### config.mk
export PLATFORM = sky130hd
export DESIGN_NAME = tlb_lockdown
export DESIGN_NICKNAME = d
export VERILOG_FILES = /design/src/rtl/tlb_lockdown.sv
export SDC_FILE = /design/constraint.sdc
export NUM_CORES = 2
export LEC_CHECK = 0
export ABC_CLOCK_PERIOD_IN_PS = 7200
export BUFFER_PORTS_ARGS = -buffer_cell sky130_fd_sc_hd__buf_2
export CAP_MARGIN = 0
export CORE_UTILIZATION = 50
export CTS_CLUSTER_SIZE = 30
export DETAILED_ROUTE_END_ITERATION = 8
export PLACE_DENSITY_LB_ADDON = 0.12
export SETUP_SLACK_MARGIN = 0.02
export SYNTH_ARGS = -nofsm -noshare
export SYNTH_HDL_FRONTEND = slang
export SYNTH_SLANG_ARGS = --single-unit
### constraint.sdc
create_clock -name clk -period 7.2 [get_ports clk]
set_input_delay 1.44 -clock clk [delete_from_list [all_inputs] [get_ports clk]]
set_output_delay 1.44 -clock clk [all_outputs]
set_load 0.02 [all_outputs]
### src/rtl/tlb_lockdown.sv
`timescale 1ns/1ps
module tlb_lockdown #(
  parameter int VPN_W  = 20,
  parameter int PPN_W  = 20,
  parameter int ATTR_W = 4,
  parameter int MAIN_N = 16,
  localparam int LOCK_N = 4,
  localparam int MI_W   = $clog2(MAIN_N),
  localparam int LI_W   = $clog2(LOCK_N)
) (
  input  logic              clk,
  input  logic              rst_n,
  input  logic [VPN_W-1:0]  lk_vpn,
  output logic              lk_hit,
  output logic [PPN_W-1:0]  lk_ppn,
  output logic [ATTR_W-1:0] lk_attr,
  input  logic              fill_en,
  input  logic              fill_lock,
  input  logic [VPN_W-1:0]  fill_vpn,
  input  logic [PPN_W-1:0]  fill_ppn,
  input  logic [ATTR_W-1:0] fill_attr,
  output logic              fill_err,
  input  logic [1:0]        mnt_op,
  input  logic [VPN_W-1:0]  mnt_vpn,
  input  logic [LI_W-1:0]   mnt_slot
);
  localparam logic [1:0] OP_FLUSH = 2'd1;
  localparam logic [1:0] OP_DROP  = 2'd2;
  localparam logic [1:0] OP_FREE  = 2'd3;

  logic [MAIN_N-1:0] m_vld;
  logic [VPN_W-1:0]  m_vpn  [MAIN_N];
  logic [PPN_W-1:0]  m_ppn  [MAIN_N];
  logic [ATTR_W-1:0] m_attr [MAIN_N];
  logic [LOCK_N-1:0] l_vld;
  logic [VPN_W-1:0]  l_vpn  [LOCK_N];
  logic [PPN_W-1:0]  l_ppn  [LOCK_N];
  logic [ATTR_W-1:0] l_attr [LOCK_N];
  logic [MI_W-1:0]   rr;

  logic [MAIN_N-1:0] m_hit, f_mhit, d_hit;
  logic [LOCK_N-1:0] l_hit, f_lhit;
  logic [MI_W-1:0]   f_midx;
  logic [LI_W-1:0]   f_lidx, free_idx;
  logic              free_any;

  always_comb begin
    for (int i = 0; i < MAIN_N; i++) begin
      m_hit[i]  = m_vld[i] && (m_vpn[i] == lk_vpn);
      f_mhit[i] = m_vld[i] && (m_vpn[i] == fill_vpn);
      d_hit[i]  = m_vld[i] && (m_vpn[i] == mnt_vpn);
    end
    for (int j = 0; j < LOCK_N; j++) begin
      l_hit[j]  = l_vld[j] && (l_vpn[j] == lk_vpn);
      f_lhit[j] = l_vld[j] && (l_vpn[j] == fill_vpn);
    end
  end

  always_comb begin
    lk_ppn  = '0;
    lk_attr = '0;
    f_midx  = '0;
    f_lidx  = '0;
    for (int i = 0; i < MAIN_N; i++) begin
      if (m_hit[i]) begin
        lk_ppn  = lk_ppn  | m_ppn[i];
        lk_attr = lk_attr | m_attr[i];
      end
      if (f_mhit[i]) f_midx = MI_W'(i);
    end
    for (int j = 0; j < LOCK_N; j++) begin
      if (l_hit[j]) begin
        lk_ppn  = lk_ppn  | l_ppn[j];
        lk_attr = lk_attr | l_attr[j];
      end
      if (f_lhit[j]) f_lidx = LI_W'(j);
    end
  end

  always_comb begin
    free_any = 1'b0;
    free_idx = '0;
    for (int j = LOCK_N - 1; j >= 0; j--) begin
      if (!l_vld[j]) begin
        free_any = 1'b1;
        free_idx = LI_W'(j);
      end
    end
  end

  assign lk_hit = |m_hit || |l_hit;

  always_ff @(posedge clk) begin
    if (!rst_n) begin
      m_vld    <= '0;
      l_vld    <= '0;
      rr       <= '0;
      fill_err <= 1'b0;
    end else begin
      fill_err <= 1'b0;
      case (mnt_op)
        OP_FLUSH: m_vld <= '0;
        OP_DROP:  m_vld <= m_vld & ~d_hit;
        OP_FREE:  l_vld[mnt_slot] <= 1'b0;
        default: ;
      endcase
      if (fill_en) begin
        if (|f_lhit) begin
          l_ppn[f_lidx]  <= fill_ppn;
          l_attr[f_lidx] <= fill_attr;
        end else if (fill_lock) begin
          if (free_any) begin
            l_vld[free_idx]  <= 1'b1;
            l_vpn[free_idx]  <= fill_vpn;
            l_ppn[free_idx]  <= fill_ppn;
            l_attr[free_idx] <= fill_attr;
            if (|f_mhit) m_vld[f_midx] <= 1'b0;
          end else begin
            fill_err <= 1'b1;
          end
        end else if (|f_mhit) begin
          m_ppn[f_midx]  <= fill_ppn;
          m_attr[f_midx] <= fill_attr;
        end else begin
          m_vld[rr]  <= 1'b1;
          m_vpn[rr]  <= fill_vpn;
          m_ppn[rr]  <= fill_ppn;
          m_attr[rr] <= fill_attr;
          rr <= (rr == MI_W'(MAIN_N - 1)) ? '0 : rr + 1'b1;
        end
      end
    end
  end
endmodule

==> results.md <==
- Syn avg cell area: 14.16 µm²
- Cts-stage hold buffer count: 0
- CTS H-tree depth: 3
- Area growth from synthesis to layout: 13.08%
- Setup TNS: 0 ns
- CTS buffer count: 99
- Count of cells resized by post-cts repair: 0
- Critical path peak fanout: 25
- Max VDD drop: 0.0002310 V
- Clock group share of total power: 43.1%
- Wire per inst: 34.76 µm
- Starting Density: 50.74%
- Worst Setup End Kind: primary output
- Die Wd: 299.6 µm
- Crit path kind: input port to primary output
- Switching share of power: 23.37%
- Core area: 87290 µm²
- Worst-skew pair later-pin latency: 0.68 ns
- Final hold vios: 0
- Worst path required time: 5.76 ns
- Rows: 108
- Setup Buffers After CTS: 0
- Yosys top cell by area: edfxtp_1
- Dpl hpwl: 94.39 mm
- First-pass GRT wire length: 221.7 mm
- DRT iter0 DRCs: 3624
- PnR Total Power: 0.01171 W
- P_int: 0.008976 W
- Comb power frac: 7.3%
- Vias post-DR: 29372
- GRT Util Overall: 35.16%
- Clk_skew: 0.02730 ns
- Final period utilization: 85.95%
- Max Clk Rate: 161.6 MHz
- Synth area leaders: edfxtp_1 60%, xnor2_1 12%, xor2_1 9.6%
- Worst hold path class: flop to flop
- Netlist cell types: 75
- Post-route DRC: 0
- Antenna-violating nets left: 0
- Slew Viols, Final: 0
- I/O pins: 118
- Vias in the first global route: 29385
- Syn Inst Count: 3129
- Seq pwr share: 49.6%
- Status: finished clean
- Most used DFF post-synth: edfxtp_1
- Number of synthesized flops with an enable pin: 880
- Initial antenna violation count: 3
- Filler cells: 7032
- YS warnings: 0
- Die area: 89780 µm²
- GPL Wtd Cong: 0.9845
- Final Util: 57.38%
- # setup viols final: 0
- Commonest cells in the netlist: 880 x edfxtp_1, 632 x xnor2_1, 488 x xor2_1
- WL final: 158.1 mm
- #FFs+latches synth: 905
- Chip height: 299.6 µm
- Post-Syn Nets: 3227
- Setup crit start kind: input port
- Fraction of layout cells with a size suffix above 1: 14.09%
- Switch Pwr: 0.002737 W
- Pin count of the biggest net entering global routing: 42
- Leakage: 16.00 nW
- Max cap viols: 0
- Initial DRT Pass Iterations: 5
- Synth async-reset ratio: 0%
- Remaining global-route overflow: 0
- Top cell type's share of synthesized area: 59.66%
- CTS clk-pin slew, worst paths: 0.05 ns
- Layout Nets: 3412
- Sink Count: 905
- Slew Limit Headroom: 12.62%
- # port buffers: 117
- CTS tree: yes
- Tmin final: 6.188 ns
- Pwr Density: 233.9 nW/µm²
- Clock buffer depth: 3
- Worst Max-Slew Pin Slew: 1.311 ns
- RSZ-0062 raised after global routing: false
- Top-count cell post-synth: edfxtp_1
- Sequential area share after synthesis: 60.79%
- Diode count: 0
- CTS Root Cell: clkbuf_16
- Critical path arrival: 4.75 ns
- Area of the mapped netlist: 44290 µm²
- Vias per cell: 6.458
final cells by class:
cell class	instances	area (µm²)	area share, %
clock buffer	121	2581	5.154
inverter	12	45.04	0.08993
sequential	905	26930	53.76
timing repair buffer	259	1902	3.797
clock inverter	59	615.6	1.229
tap	1155	1445	2.885
multi-input combinational	2037	16570	33.09
final timing paths:
check,endpoint,cells after the start,from,slack [ns]
setup / recovery,lk_ppn[9],12,lk_vpn[1],1.01
hold / removal,rr[1]$_SDFFE_PN0P_,2,rr[1]$_SDFFE_PN0P_,0.61
setup reg to reg,l_ppn[2][7]$_DFFE_PP_,10,l_vpn[1][11]$_DFFE_PP_,2.89
hold reg to reg,rr[1]$_SDFFE_PN0P_,2,rr[1]$_SDFFE_PN0P_,0.61
registers in the layout (all words and copies together), names as in the netlist:
register  flops
m_attr       64
m_ppn       320
l_vpn        80
l_ppn        80
fill_err      1
m_vld        16
l_attr       16
l_vld         4
rr            4
m_vpn       320
routing by layer:
metal	vias to the layer above	part of all wire, %	track usage (%)	wire length [µm]
li1	12196	-	-	-
met1	15067	40	49.61	63910
met2	1713	45	53.87	71250
met3	396	10	6.712	16060
met4	0	4.3	13.65	6857
met5	-	0	0	0
worst max-delay path, stage by stage:
cell	delay (ns)
buf_2	0.72
buf_4	0.35
xor2_1	0.11
nor4_1	0.37
nand3_1	0.20
nor4_4	0.18
buf_4	0.49
a22o_1	0.21
a221oi_1	0.04
and3_1	0.22
nand4_1	0.15
buf_2	0.19
logic make-up (layout without fill, tap and decap cells):
logic type | count (synthesis) | count (layout) | share of synthesized area [%]
AOI/OAI and AO/OA | 332 | 332 | 6.121
xor gates and xnor gates | 1121 | 1121 | 22.18
adders and majority gates | 6 | 6 | 0.1695
buffers and inverters | 187 | 451 | 2.630
DFF | 905 | 905 | 60.79
muxes | 5 | 5 | 0.1158
and+or+nand+nor | 573 | 573 | 7.991
cell usage in the layout (no fill, tap or decap), types with 10 or more instances in the layout:
cell and n:
o31a_1 14, clkbuf_16 100, nand2_1 24, clkbuf_1 21
nand3_1 64, nor2_4 10, clkinv_1 22, dfxtp_1 25
xor2_1 488, xnor2_1 632, buf_12 20, nor4_1 137
a221oi_1 97, buf_2 117, inv_1 12, nand4_1 190
and3_1 32, bufinv_16 10, buf_4 122, nor2_1 21
a21oi_1 16, nor3_1 12, o21ai_0 12, nor4_4 16
a22oi_1 48, edfxtp_1 880, clkinv_2 16, nor3_2 15
a22o_1 96
power by group through the flow:
stage / Combinational [W] / Clock [W] / Sequential [W]
2_1_floorplan: 0.000452 / 0 / 0.00592
3_3_place_gp: 0.000820 / 0 / 0.00592
3_5_place_dp: 0.000826 / 0 / 0.00593
4_1_cts: 0.000830 / 0.00509 / 0.00581
5_1_grt: 0.000876 / 0.00529 / 0.00581
6_report: 0.000853 / 0.00504 / 0.00582
stage by stage:
| stage | setup WS (ns) | instances | area (µm²) | hold slack [ns] |
|---|---|---|---|---|
| after global routing | 1.045 | 4548 | 50090 | 0.6607 |
| after CTS | 1.143 | 4548 | 50090 | 0.6134 |
| final | 1.012 | 4548 | 50090 | 0.6104 |
| after detailed placement | 1.112 | 4368 | 46890 | 0.5842 |
| after global placement | 1.181 | 4368 | 46890 | 0.5769 |
| after floorplan | 1.802 | 3129 | 44290 | 0.4960 |
Note: power is estimated with default switching activity, not from simulation.
